$ cat src/rtl/dls_pkg.sv
package dls_pkg;
  typedef enum logic {
    FMT_I2S = 1'b0,
    FMT_LJ  = 1'b1
  } fmt_e;
endpackage

$ cat src/rtl/dls_sync.sv
module dls_sync #(
  parameter int W      = 4,
  parameter int STAGES = 2
) (
  input  logic         clk_i,
  input  logic         rst_ni,
  input  logic [W-1:0] d_i,
  output logic [W-1:0] q_o
);
  logic [STAGES-1:0][W-1:0] chain;

  always_ff @(posedge clk_i or negedge rst_ni) begin
    if (!rst_ni) chain <= '0;
    else         chain <= {chain[STAGES-2:0], d_i};
  end

  assign q_o = chain[STAGES-1];
endmodule

$ cat src/rtl/dls_deser.sv
module dls_deser #(
  parameter int WORD_W = 18
) (
  input  logic              clk_i,
  input  logic              rst_ni,
  input  logic              bck_s_i,
  input  logic              wck_s_i,
  input  logic              dl_s_i,
  input  logic              dr_s_i,
  output logic              pair_valid_o,
  output logic [WORD_W-1:0] left_o,
  output logic [WORD_W-1:0] right_o
);
  logic              bck_d, wck_d;
  logic              bit_stb, word_stb;
  logic [WORD_W-1:0] sh_l, sh_r;

  assign bit_stb  = bck_s_i & ~bck_d;
  assign word_stb = ~wck_s_i & wck_d;

  always_ff @(posedge clk_i or negedge rst_ni) begin
    if (!rst_ni) begin
      bck_d        <= 1'b0;
      wck_d        <= 1'b0;
      sh_l         <= '0;
      sh_r         <= '0;
      left_o       <= '0;
      right_o      <= '0;
      pair_valid_o <= 1'b0;
    end else begin
      bck_d        <= bck_s_i;
      wck_d        <= wck_s_i;
      pair_valid_o <= word_stb;
      // older bits fall off the top: only the last WORD_W survive
      if (bit_stb) begin
        sh_l <= {sh_l[WORD_W-2:0], dl_s_i};
        sh_r <= {sh_r[WORD_W-2:0], dr_s_i};
      end
      if (word_stb) begin
        left_o  <= sh_l;
        right_o <= sh_r;
      end
    end
  end

  // one word clock edge yields exactly one latch pulse
  assert_single_latch_R4: assert property (@(posedge clk_i) disable iff (!rst_ni)
    pair_valid_o |=> !pair_valid_o);
endmodule

$ cat src/rtl/dls_tx.sv
module dls_tx
  import dls_pkg::*;
#(
  parameter int WORD_W   = 18,
  parameter int SLOT_W   = 32,
  parameter int HALF_DIV = 2
) (
  input  logic              clk_i,
  input  logic              rst_ni,
  input  logic              fmt_i,
  input  logic              pair_valid_i,
  input  logic [WORD_W-1:0] left_i,
  input  logic [WORD_W-1:0] right_i,
  output logic              bclk_o,
  output logic              lrck_o,
  output logic              sdata_o,
  output logic              underrun_o
);
  localparam int FRAME_W = 2 * SLOT_W;
  localparam int IDX_W   = $clog2(FRAME_W);
  localparam int DIV_W   = (HALF_DIV > 1) ? $clog2(HALF_DIV) : 1;
  localparam logic [IDX_W-1:0] LAST_IDX = IDX_W'(FRAME_W - 1);
  localparam logic [DIV_W-1:0] DIV_END  = DIV_W'(HALF_DIV - 1);

  fmt_e              fmt;
  logic [DIV_W-1:0]  div_cnt;
  logic [IDX_W-1:0]  bit_idx;
  logic [WORD_W-1:0] act_l, act_r;
  logic              pend, primed;
  logic              in_right;
  logic [WORD_W-1:0] word_sel, word_sh;
  int                pos, k;

  assign fmt = fmt_e'(fmt_i);

  always_ff @(posedge clk_i or negedge rst_ni) begin
    if (!rst_ni) begin
      div_cnt    <= '0;
      bclk_o     <= 1'b0;
      bit_idx    <= '0;
      act_l      <= '0;
      act_r      <= '0;
      pend       <= 1'b0;
      primed     <= 1'b0;
      underrun_o <= 1'b0;
    end else begin
      if (pair_valid_i) pend <= 1'b1;
      if (div_cnt == DIV_END) begin
        div_cnt <= '0;
        bclk_o  <= ~bclk_o;
        if (bclk_o) begin  // falling edge of bclk_o: advance slot
          if (bit_idx == LAST_IDX) begin
            bit_idx <= '0;
            if (pend || pair_valid_i) begin
              act_l  <= left_i;
              act_r  <= right_i;
              pend   <= 1'b0;
              primed <= 1'b1;
            end else if (primed) begin
              underrun_o <= 1'b1;
            end
          end else begin
            bit_idx <= bit_idx + 1'b1;
          end
        end
      end else begin
        div_cnt <= div_cnt + 1'b1;
      end
    end
  end

  always_comb begin
    in_right = (int'(bit_idx) >= SLOT_W);
    pos      = in_right ? int'(bit_idx) - SLOT_W : int'(bit_idx);
    k        = pos - ((fmt == FMT_I2S) ? 1 : 0);
    word_sel = in_right ? act_r : act_l;
    word_sh  = '0;
    sdata_o  = 1'b0;
    if (k >= 0 && k < WORD_W) begin
      word_sh = word_sel << k;
      sdata_o = word_sh[WORD_W-1];
    end
    lrck_o = (fmt == FMT_I2S) ? in_right : ~in_right;
  end

  assert_slot_step_R5: assert property (@(posedge clk_i) disable iff (!rst_ni)
    $fell(bclk_o) |-> bit_idx == (($past(bit_idx) == LAST_IDX) ? '0 : $past(bit_idx) + 1'b1));

  assert_lrck_on_fall_R5: assert property (@(posedge clk_i) disable iff (!rst_ni)
    (!$stable(lrck_o) && $stable(fmt_i)) |-> $fell(bclk_o));

  assert_sdata_on_fall_R5: assert property (@(posedge clk_i) disable iff (!rst_ni)
    (!$stable(sdata_o) && $stable(fmt_i)) |-> $fell(bclk_o));

  assert_underrun_sticky_R10: assert property (@(posedge clk_i) disable iff (!rst_ni)
    !$fell(underrun_o));

  assert_no_underrun_unprimed_R10: assert property (@(posedge clk_i) disable iff (!rst_ni)
    !primed |-> !underrun_o);
endmodule

$ cat src/rtl/dls_i2s_top.sv
module dls_i2s_top #(
  parameter int WORD_W      = 18,
  parameter int SLOT_W      = 32,
  parameter int HALF_DIV    = 2,
  parameter int SYNC_STAGES = 2
) (
  input  logic clk_i,
  input  logic rst_ni,
  input  logic fmt_i,
  input  logic bck_i,
  input  logic wck_i,
  input  logic din_l_i,
  input  logic din_r_i,
  output logic bclk_o,
  output logic lrck_o,
  output logic sdata_o,
  output logic underrun_o
);
  localparam int N_IN = 4;

  logic [N_IN-1:0]   in_s;
  logic              pair_valid;
  logic [WORD_W-1:0] hold_l, hold_r;

  dls_sync #(.W(N_IN), .STAGES(SYNC_STAGES)) u_sync (
    .clk_i  (clk_i),
    .rst_ni (rst_ni),
    .d_i    ({din_r_i, din_l_i, wck_i, bck_i}),
    .q_o    (in_s)
  );

  dls_deser #(.WORD_W(WORD_W)) u_deser (
    .clk_i        (clk_i),
    .rst_ni       (rst_ni),
    .bck_s_i      (in_s[0]),
    .wck_s_i      (in_s[1]),
    .dl_s_i       (in_s[2]),
    .dr_s_i       (in_s[3]),
    .pair_valid_o (pair_valid),
    .left_o       (hold_l),
    .right_o      (hold_r)
  );

  dls_tx #(.WORD_W(WORD_W), .SLOT_W(SLOT_W), .HALF_DIV(HALF_DIV)) u_tx (
    .clk_i        (clk_i),
    .rst_ni       (rst_ni),
    .fmt_i        (fmt_i),
    .pair_valid_i (pair_valid),
    .left_i       (hold_l),
    .right_i      (hold_r),
    .bclk_o       (bclk_o),
    .lrck_o       (lrck_o),
    .sdata_o      (sdata_o),
    .underrun_o   (underrun_o)
  );
endmodule

$ cat config.mk
export PLATFORM = sky130hd
export DESIGN_NAME = dls_i2s_top
export DESIGN_NICKNAME = d
export VERILOG_FILES = /design/src/rtl/dls_pkg.sv /design/src/rtl/dls_sync.sv /design/src/rtl/dls_deser.sv /design/src/rtl/dls_tx.sv /design/src/rtl/dls_i2s_top.sv
export SDC_FILE = /design/constraint.sdc
export NUM_CORES = 1
export LEC_CHECK = 0
export ABC_CLOCK_PERIOD_IN_PS = 5600
export CORE_MARGIN = 1.5
export CORE_UTILIZATION = 55
export DETAILED_ROUTE_END_ITERATION = 6
export PLACE_DENSITY = 0.74
export SETUP_SLACK_MARGIN = 0.2
export SLEW_MARGIN = 20
export SYNTH_ARGS = -nofsm -noshare
export SYNTH_HDL_FRONTEND = slang
export SYNTH_SLANG_ARGS = --single-unit
$ cat constraint.sdc
create_clock -name clk_i -period 5.6 [get_ports clk_i]
set_input_delay 1.12 -clock clk_i [delete_from_list [all_inputs] [get_ports clk_i]]
set_output_delay 1.12 -clock clk_i [all_outputs]
set_load 0.05 [all_outputs]
After elaboration in Yosys (flattened, before gate mapping) --
Cells that the tools add are included.
Word-level totals: flip-flop bits (word level) 130, output and inout bits 4, logic and storage cells 50, input bits 7
Cells by class: muxes and demuxes 12, shifts and indexed selects 1, bitwise gates (word level) 7, $add $sub $neg 4, reductions and logical operators 5, eq/ne operators 1, $lt $le $gt $ge 3
Operators with widths (number):
- $ge 32x1->1 const B | 1
- $lt 32x6->1 const B | 1
- $mux 32 | 1
- $shl 18x32->18 | 1
- $sub 32x32->32 | 1
- $mux 18 | 1
- $mux 1 | 9
- $sub 6x6->7 const B | 1
- $add 6x1->6 const B | 1
- $eq 6x6->1 const B | 1
- $ge 6x6->1 const B | 1
- $mux 6 | 1
- $not 1->1 | 5
- $reduce_and 5->1 | 1
- $reduce_and 4->1 | 1
- $and 1x1->1 | 2
- $reduce_and 2->1 | 1
- $add 1x1->1 const B | 1
- $logic_and 1x1->1 | 1
- $logic_or 1x1->1 | 1

Longest topological paths before layout --
Gate-level depths: netlist of the first run.
depth after elaboration 6, depth in mapped cells 9, gate-level depth less buffers 8

Modules after synthesis --
A second synthesis of the first run with hierarchy kept.
Unflattened totals: cells, all modules 362, area total of the unflattened synthesis 5839.4 µm²
Modules (own cells, without submodules):
- dls_deser | cells an instance 157, sequential area each 1876.8 µm², area each 3088.0 µm², times used 1
- dls_tx | cells an instance 193, sequential area each 1176.1 µm², area each 2521.2 µm², times used 1
- dls_sync | cells an instance 12, sequential area each 200.2 µm², area each 230.2 µm², times used 1

Least setup slack after synthesis of the first run --
No wires, ideal clock.
path type input to output, start input port fmt_i, end output port sdata_o, arrival time 4.355 ns, setup slack 0.125 ns, stages on the path 7, cells stage by stage inv_1 ha_1 ha_1 buf_1 inv_1 or4b_1 a2111oi_1
On the way: word-level cells in the longest chain between the ends 5, elaborated cells on any way between the ends 7, classes of those cells add/sub: 1; order compare: 2; shift: 1; mux: 2; reduce/logical: 1
RTL lines:
- start, declared | line dls_i2s_top.sv:9 | input logic fmt_i,
- $mux 1 (*) | line dls_tx.sv:75 | k = pos - ((fmt == FMT_I2S) ? 1 : 0);
- $sub 32x32->32 (*) | line dls_tx.sv:75
- $ge 32x1->1 / $lt 32x6->1 (equally long branches) | line dls_tx.sv:79 | if (k >= 0 && k < WORD_W) begin
- $logic_and 1x1->1 | line dls_tx.sv:79
- $mux 1 (*) | line dls_tx.sv:79
- end, declared | line dls_i2s_top.sv:16 | output logic sdata_o,
Every way passes the cells marked *; elsewhere a longest branch is shown, timed or not.

Worst setup path after layout of the first run --
Same ends and word-level chain as after synthesis.

==> metrics.md, run 1 <==
| Metric | Value |
|---|---|
| Flop pwr share | 48.3% |
| Design area | 6350 um^2 |
| Synth top area cells | dfrtp_1 59%, mux2_2 16%, mux2_4 7.9% |
| Antenna Cells | 0 |
| Syn. warnings | 0 |
| Relative slew slack | slightly below 50% |
| Total CTS buffers | 17 |
| Int Pwr | 2.02 mW |
| Initial antenna violation count | 0 |
| Top Ports | 11 |
| Clk buf depth | 2 |
| Post-route ant nets | 0 |
| PD cells | 414 nW/um^2 |
| Area Growth Syn to Fin | 14.6% |
| Clock Pin Slew Worst Setup and Hold Paths | 60 ps |
| Final Hold Fails | 0 |
| Initial Util | roughly 57% |
| Worst-Skew Late Latency | 510 ps |
| Leak pwr | 2.89 nW |
| Final Net Count | between 300 and 400 |
| Slew @ Worst Pin | 777 ps |
| Area leader, netlist | dfrtp_1 |
| Reg-to-reg endpoint | u_tx.act_l[2] |
| First-pass GRT wire length | 15.2 mm |
| Buf+Inv Stages, Crit Path | 3 |
| CP delay by family, top | multiplexers |
| CTS Sinks | 130 |
| Critical path's most frequent cell | ha_1 |
| Post-route minimum period | 4910 ps |
| Setup_tns | 0 ps |
| Post-cts resize count | 0 |
| Arrival time at the worst endpoint | around 3800 ps |
| Ys flop type | dfrtp_1 |
| Fmax | 0.203 GHz |
| Pin count of the biggest net entering global routing | 85 |
| MaxCap Viol Count | 0 |
| EDFF count, synth | 0 |
| Vert. Die Dim | between 100 and 150 um |
| Number of port buffers | 10 |
| Average wire per standard cell | 17.6 um |
| DRC viols | 0 |
| Async SR Flop Fraction | 100% |
| Chip width | between 100 and 150 um |
| Period utilisation layout | a little under 90% |
| Vias in the first global route | ~2900 |
| Synth cell types | 44 |
| Hold Path Sink | u_sync.q_o[3] |
| H-tree levels | 4 |
| Synth Area per Inst | ~16 um^2 |
| Worst reg2reg startpoint | u_tx.bit_idx[5] |
| Comb power frac | 9.9% |
| CP max stage delay | 510 ps |
| Most common cell after layout, fill and taps aside | dfrtp_1 |
| GP Congestion | just over 0.7 |
| VDD IR max | 0.184 mV |
| Placed insts | 477 |
| Total global routing track utilization | 19.5% |
| Final-report setup violation count | 0 |
| CTS tree | yes |
| GRT overflow | 0 |
| Hold slack | 349 ps |
| Top cell type's share of synthesized area | a little under 60% |
| Status | finished clean |
| DRT Pass-1 Iters | 6 |
| Net switching power | 0.610 mW |
| Fillers | 699 |
| Die area | ~11000 um^2 |
| RSZ-0062 raised after global routing | no |
| Final Skew | 7.21 ps |
| Core area | a little under 10000 um^2 |
| CP max FO | 9 |
| Hpwl dp | 5.40 mm |
| Crit path cell chain | clkdlybuf4s50_1, inv_1, ha_1, ha_1, mux4_2, mux4_1, a32oi_1, a2111oi_2, buf_4 |
| Crit path max-delay cell type | ha_1 |
| Pins Over Slew Limit | 0 |
| Switch share | 23.2% |
| Placed Instance Area | between 5000 and 6000 um^2 |
| DR vias/cell | about 5.5 |
| Most frequent cells in the layout | 130 x dfrtp_1, 80 x mux2_2, 29 x mux2_4 |
| Count of hold-fix buffers inserted at cts | 0 |
| CP required | between 4000 and 5000 ps |
| FF+latch count, synth | 130 |
| Critical Path Start Type | input port |
| Synthesized area | around 5500 um^2 |
| Via count | 2817 |
| Sequential-to-total area share from yosys stat | 58.7% |
| DRT Wirelength | 9.00 mm |
| Critical Path End Type | primary output |
| Number of cell rows | 36 |
| Worst Min Path Start | u_sync.chain[3] |
| Post-Syn Instances | approximately 350 |
| Clk pwr share | 41.8% |
| Setup CP Type | input port to primary output |
| Non-Filler Instances | 510 |
| Hold path depth | 0 |
| Path depth of the worst reg2reg path | 4 |
| Setup bufs post-CTS | 0 |
| Hold crit path type | register to register |
| Detailed Route Iter0 Violations | between 150 and 200 |
| Setup slack, reg-to-reg | 3100 ps |
| Pwr Total | 2.63 mW |
| Layout cell share with drive strength beyond 1 | 43.2% |
| Clk Tree Root Cell | clkbuf_8 |
through the flow:
step           setup slack, ps  utilization, %
5_1_grt                    545            64.9
3_3_place_gp               789            58.2
6_report                   686            64.9
4_1_cts                    690            64.4
2_1_floorplan              789               -
3_5_place_dp               710            58.2
final cells by class:
cell class / count / area [um^2] / share of cell area (%)
clock buffers: 19 / 442 / 6.96
clock inverters: 12 / 158 / 2.48
inverters: 5 / 18.8 / 0.296
multi-input cells: 197 / 2140 / 33.7
flip-flops and latches: 130 / 3250 / 51.3
well taps: 133 / 166 / 2.62
repair buffers: 14 / 169 / 2.66
worst reg2reg max path, stage by stage (launching register included):
cell	delay, ps
dfrtp_1	840
and4_4	400
nor2b_4	140
buf_4	540
mux2_2	450
synthesized netlist by cell type (all sizes together), types with 2 or more instances:
library cell	count
and3	2
buf	11
nor2	4
xnor2	3
mux2i	3
xor2	6
nand2	8
or4	2
nor4b	2
nand3	5
ha	12
nand4	2
mux2	109
inv	5
nor2b	3
dfrtp	130
mux4	8
nor3b	2
o21ai	2
nor3	3
clkbuf	9
cells by family (layout without fill, tap and decap cells):
logic type / Yosys count / in the layout / share of synthesized area [%]
buffers and inverters: 25 / 50 / 3.46
and+or+nand+nor: 40 / 40 / 4.52
DFF: 130 / 130 / 58.7
muxes: 120 / 120 / 28.0
adders and majority gates: 12 / 12 / 2.71
AOI/OAI and AO/OA: 8 / 8 / 1.11
xor gates and xnor gates: 9 / 9 / 1.42
other: 1 / 8 / 0.0677
how the worst max path moves through the flow:
stage                     startpoint       to  slack (ps)  cells after the start
after floorplan                fmt_i  sdata_o         790                      7
after detailed placement       fmt_i  sdata_o         710                      9
after global placement         fmt_i  sdata_o         790                      9
after global routing           fmt_i  sdata_o         550                      9
final                          fmt_i  sdata_o         690                      9
after CTS                      fmt_i  sdata_o         690                      9
state kept, by name (all words and copies together) (netlist names):
name and cells:
u_tx.bclk_o 1, u_tx.pend 1, u_tx.primed 1, u_deser.wck_d 1, u_deser.bck_d 1, u_sync.q_o 4
u_deser.left_o 18, u_deser.sh_r 18, u_tx.div_cnt 1, u_deser.sh_l 18, u_tx.underrun_o 1, u_deser.pair_valid_o 1
u_sync.chain 4, u_tx.bit_idx 6, u_deser.right_o 18, u_tx.act_l 18, u_tx.act_r 18
power by group through the flow:
stage	clock network (mW)	logic [mW]	registers [mW]
finish	1.10	0.260	1.27
global route	1.16	0.287	1.30
CTS	1.12	0.261	1.27
detailed placement	0	0.256	1.28
global placement	0	0.245	1.27
floorplan	0	0.211	1.23
per-layer routing:
layer  vias up  GRT usage [%]  part of all wire (%)
li1       1272              -                     -
met1      1489           26.3                    47
met2        36           30.1                    49
met3        20           5.91                   2.3
met4         0           7.38                   2.0
met5         -              0                     0
No activity file was read; power rests on OpenSTA's default activity.
==> run 2, diff against run 1 <==
--- a/config.mk
+++ b/config.mk
@@ -9,7 +9,7 @@
 export CORE_MARGIN = 1.5
 export CORE_UTILIZATION = 55
 export DETAILED_ROUTE_END_ITERATION = 6
-export PLACE_DENSITY = 0.74
+export PLACE_DENSITY = 0.72
 export SETUP_SLACK_MARGIN = 0.2
 export SLEW_MARGIN = 20
 export SYNTH_ARGS = -nofsm -noshare
==> run 2 against run 1 <==
Compared with the run above:
- clock skew down 2.3 ps
- register-to-register slack about the same
- sequential share of layout area shrank 0.31 points
- non-clock buffer count is 1 lower
- combinational power hardly changed
- first-iteration DRC count fell by 29%
- setup slack gained 32 ps
- hold slack worse by 2.0 ps
- flip-flop and latch count did not move
- die area unchanged
- core utilization increased by 0.40 points
- critical endpoint unchanged
- largest power group unchanged
==> metrics.md, run 2 (same netlist as run 1, synthesis figures left out) <==
| Metric | Value |
|---|---|
| DR vias/cell | 5.35 (-3.1%) |
| Final Net Count | 383 (-0.26%) |
| Vert. Die Dim | 103 um (unchanged) |
| Fmax | 0.205 GHz (+0.65%) |
| VDD IR max | 0.254 mV (+38%) |
| MaxCap Viol Count | 0 (unchanged) |
| Clk Tree Root Cell | clkbuf_8 |
| Hold path depth | 0 (unchanged) |
| Number of cell rows | 36 (unchanged) |
| Post-cts resize count | 0 (unchanged) |
| Layout cell share with drive strength beyond 1 | 42.7% (-0.53 points) |
| Number of port buffers | 10 (unchanged) |
| Core area | 9770 um^2 (unchanged) |
| Final Skew | 4.93 ps (-2.27 ps) |
| Final Hold Fails | 0 (unchanged) |
| CP required | 4480 ps (about the same) |
| Die area | 10700 um^2 (unchanged) |
| Area Growth Syn to Fin | 15.3% |
| Pin count of the biggest net entering global routing | 83 (-2.4%) |
| Final-report setup violation count | 0 (unchanged) |
| Via count | 2730 (-3.1%) |
| Clk buf depth | 2 (unchanged) |
| Slew @ Worst Pin | 1060 ps (+288 ps) |
| Setup_tns | 0 ps (unchanged) |
| DRT Pass-1 Iters | 4 (-2) |
| Setup WS post-layout | 718 ps (+31.9 ps) |
| Post-route ant nets | 0 (unchanged) |
| Detailed Route Iter0 Violations | 115 (-29%) |
| RSZ-0062 raised after global routing | no |
| Design area | 6390 um^2 (+0.61%) |
| Most common cell after layout, fill and taps aside | dfrtp_1 |
| Hold slack | 347 ps (-2.00 ps) |
| Top Ports | 11 (unchanged) |
| Relative slew slack | 28.9% (-19 points) |
| DRT Wirelength | 8.92 mm (-0.88%) |
| First-pass GRT wire length | 15.1 mm (-0.37%) |
| Initial Util | 56.7% (unchanged) |
| GRT overflow | 0 (unchanged) |
| Placed insts | 477 (unchanged) |
| Antenna Cells | 0 (unchanged) |
| Count of hold-fix buffers inserted at cts | 0 (unchanged) |
| Clock Pin Slew Worst Setup and Hold Paths | 60 ps (about the same) |
| Average wire per standard cell | 17.5 um (-0.88%) |
| CTS tree | yes |
| Status | finished clean |
| Register area | 3250 um^2 (unchanged) |
| Worst slack, placed | 731 ps (+20.3 ps) |
| Worst-Skew Late Latency | 510 ps (about the same) |
| PD cells | 433 nW/um^2 (+4.7%) |
| Chip width | 103 um (unchanged) |
| H-tree levels | 4 (unchanged) |
| Setup CP Type | input port to primary output |
| Most frequent cells in the layout | 130 x dfrtp_1, 80 x mux2_2, 29 x mux2_4 |
| Hpwl dp | 5.34 mm (-1.0%) |
| Initial antenna violation count | 0 (unchanged) |
| Pins Over Slew Limit | 0 (unchanged) |
| Vias in the first global route | 2886 (-0.41%) |
| Placed Instance Area | 5690 um^2 (unchanged) |
| Non-Filler Instances | 510 (unchanged) |
| Footprint of the multi-input gates | 2140 um^2 (unchanged) |
| Hold crit path type | register to register |
| Setup bufs post-CTS | 0 (unchanged) |
| Total CTS buffers | 17 (unchanged) |
| Setup slack, reg-to-reg | 3110 ps (about the same) |
| CP max FO | 9 (unchanged) |
| Leak pwr | 2.92 nW (+0.92%) |
| Critical Path Start Type | input port |
| DRC viols | 0 (unchanged) |
| Post-route minimum period | 4880 ps (-31.9 ps) |
| Fillers | 678 (-3.0%) |
| Period utilisation layout | 87.2% (-0.57 points) |
| Critical Path End Type | primary output |
| Arrival time at the worst endpoint | 3760 ps (-30 ps) |
| GP Congestion | 0.730 (+3.4%) |
| Total global routing track utilization | 19.5% (+0.029 points) |
| Path depth of the worst reg2reg path | 4 (unchanged) |
| CTS Sinks | 130 (unchanged) |
run 2: cell type report:
type,count,share of cell area [%]
Clock inverter,10,3.17
Tap cell,133,2.61
Inverter,5,0.294
Timing Repair Buffer,13,2.21
Clock buffer,22,7.25
Sequential cell,130,50.9
Multi-Input combinational cell,197,33.5
run 2: per-stage QoR:
step                util [%]  total power, mW
floorplan                  -             1.45
global placement        58.2             1.52
detailed placement      58.2             1.54
CTS                     65.1             2.79
global route            65.3             2.89
finish                  65.3             2.77
run 2: where the power goes:
part | total (mW) | internal (mW) | switching (mW)
clock | 1.23 | 0.846 | 0.385
combinational | 0.260 | 0.172 | 0.0885
sequential | 1.27 | 1.14 | 0.132
run 2: final timing paths:
kind                                 start          endpoint
max                                  fmt_i           sdata_o
min                        u_sync.chain[1]     u_sync.q_o[1]
max reg2reg                u_tx.bit_idx[5]    u_tx.act_l[17]
min reg2reg                u_sync.chain[1]     u_sync.q_o[1]
max in group asynchronous           rst_ni    u_tx.act_r[14]
min in group asynchronous           rst_ni  u_deser.sh_l[17]
run 2: critical path, stage by stage:
cell and delay, ps:
clkdlybuf4s50_1 490, inv_1 50, ha_1 260, ha_1 490, mux4_2 340, mux4_1 520
a32oi_1 200, a2111oi_2 80, buf_4 210
run 2: layer usage:
metal | GRT usage [%] | part of all wire (%)
met1 | 25.6 | 47
met2 | 30.7 | 49
met3 | 6.38 | 2.8
met4 | 6.96 | 1.5
met5 | 0 | 0
==> run 3, diff against run 2 <==
--- a/config.mk
+++ b/config.mk
@@ -6,6 +6,7 @@
 export NUM_CORES = 1
 export LEC_CHECK = 0
 export ABC_CLOCK_PERIOD_IN_PS = 5600
+export CAP_MARGIN = 10
 export CORE_MARGIN = 1.5
 export CORE_UTILIZATION = 55
 export DETAILED_ROUTE_END_ITERATION = 6
==> results of run 3 <==
The final DEF is identical to that of run 2; final timing and power are the same.
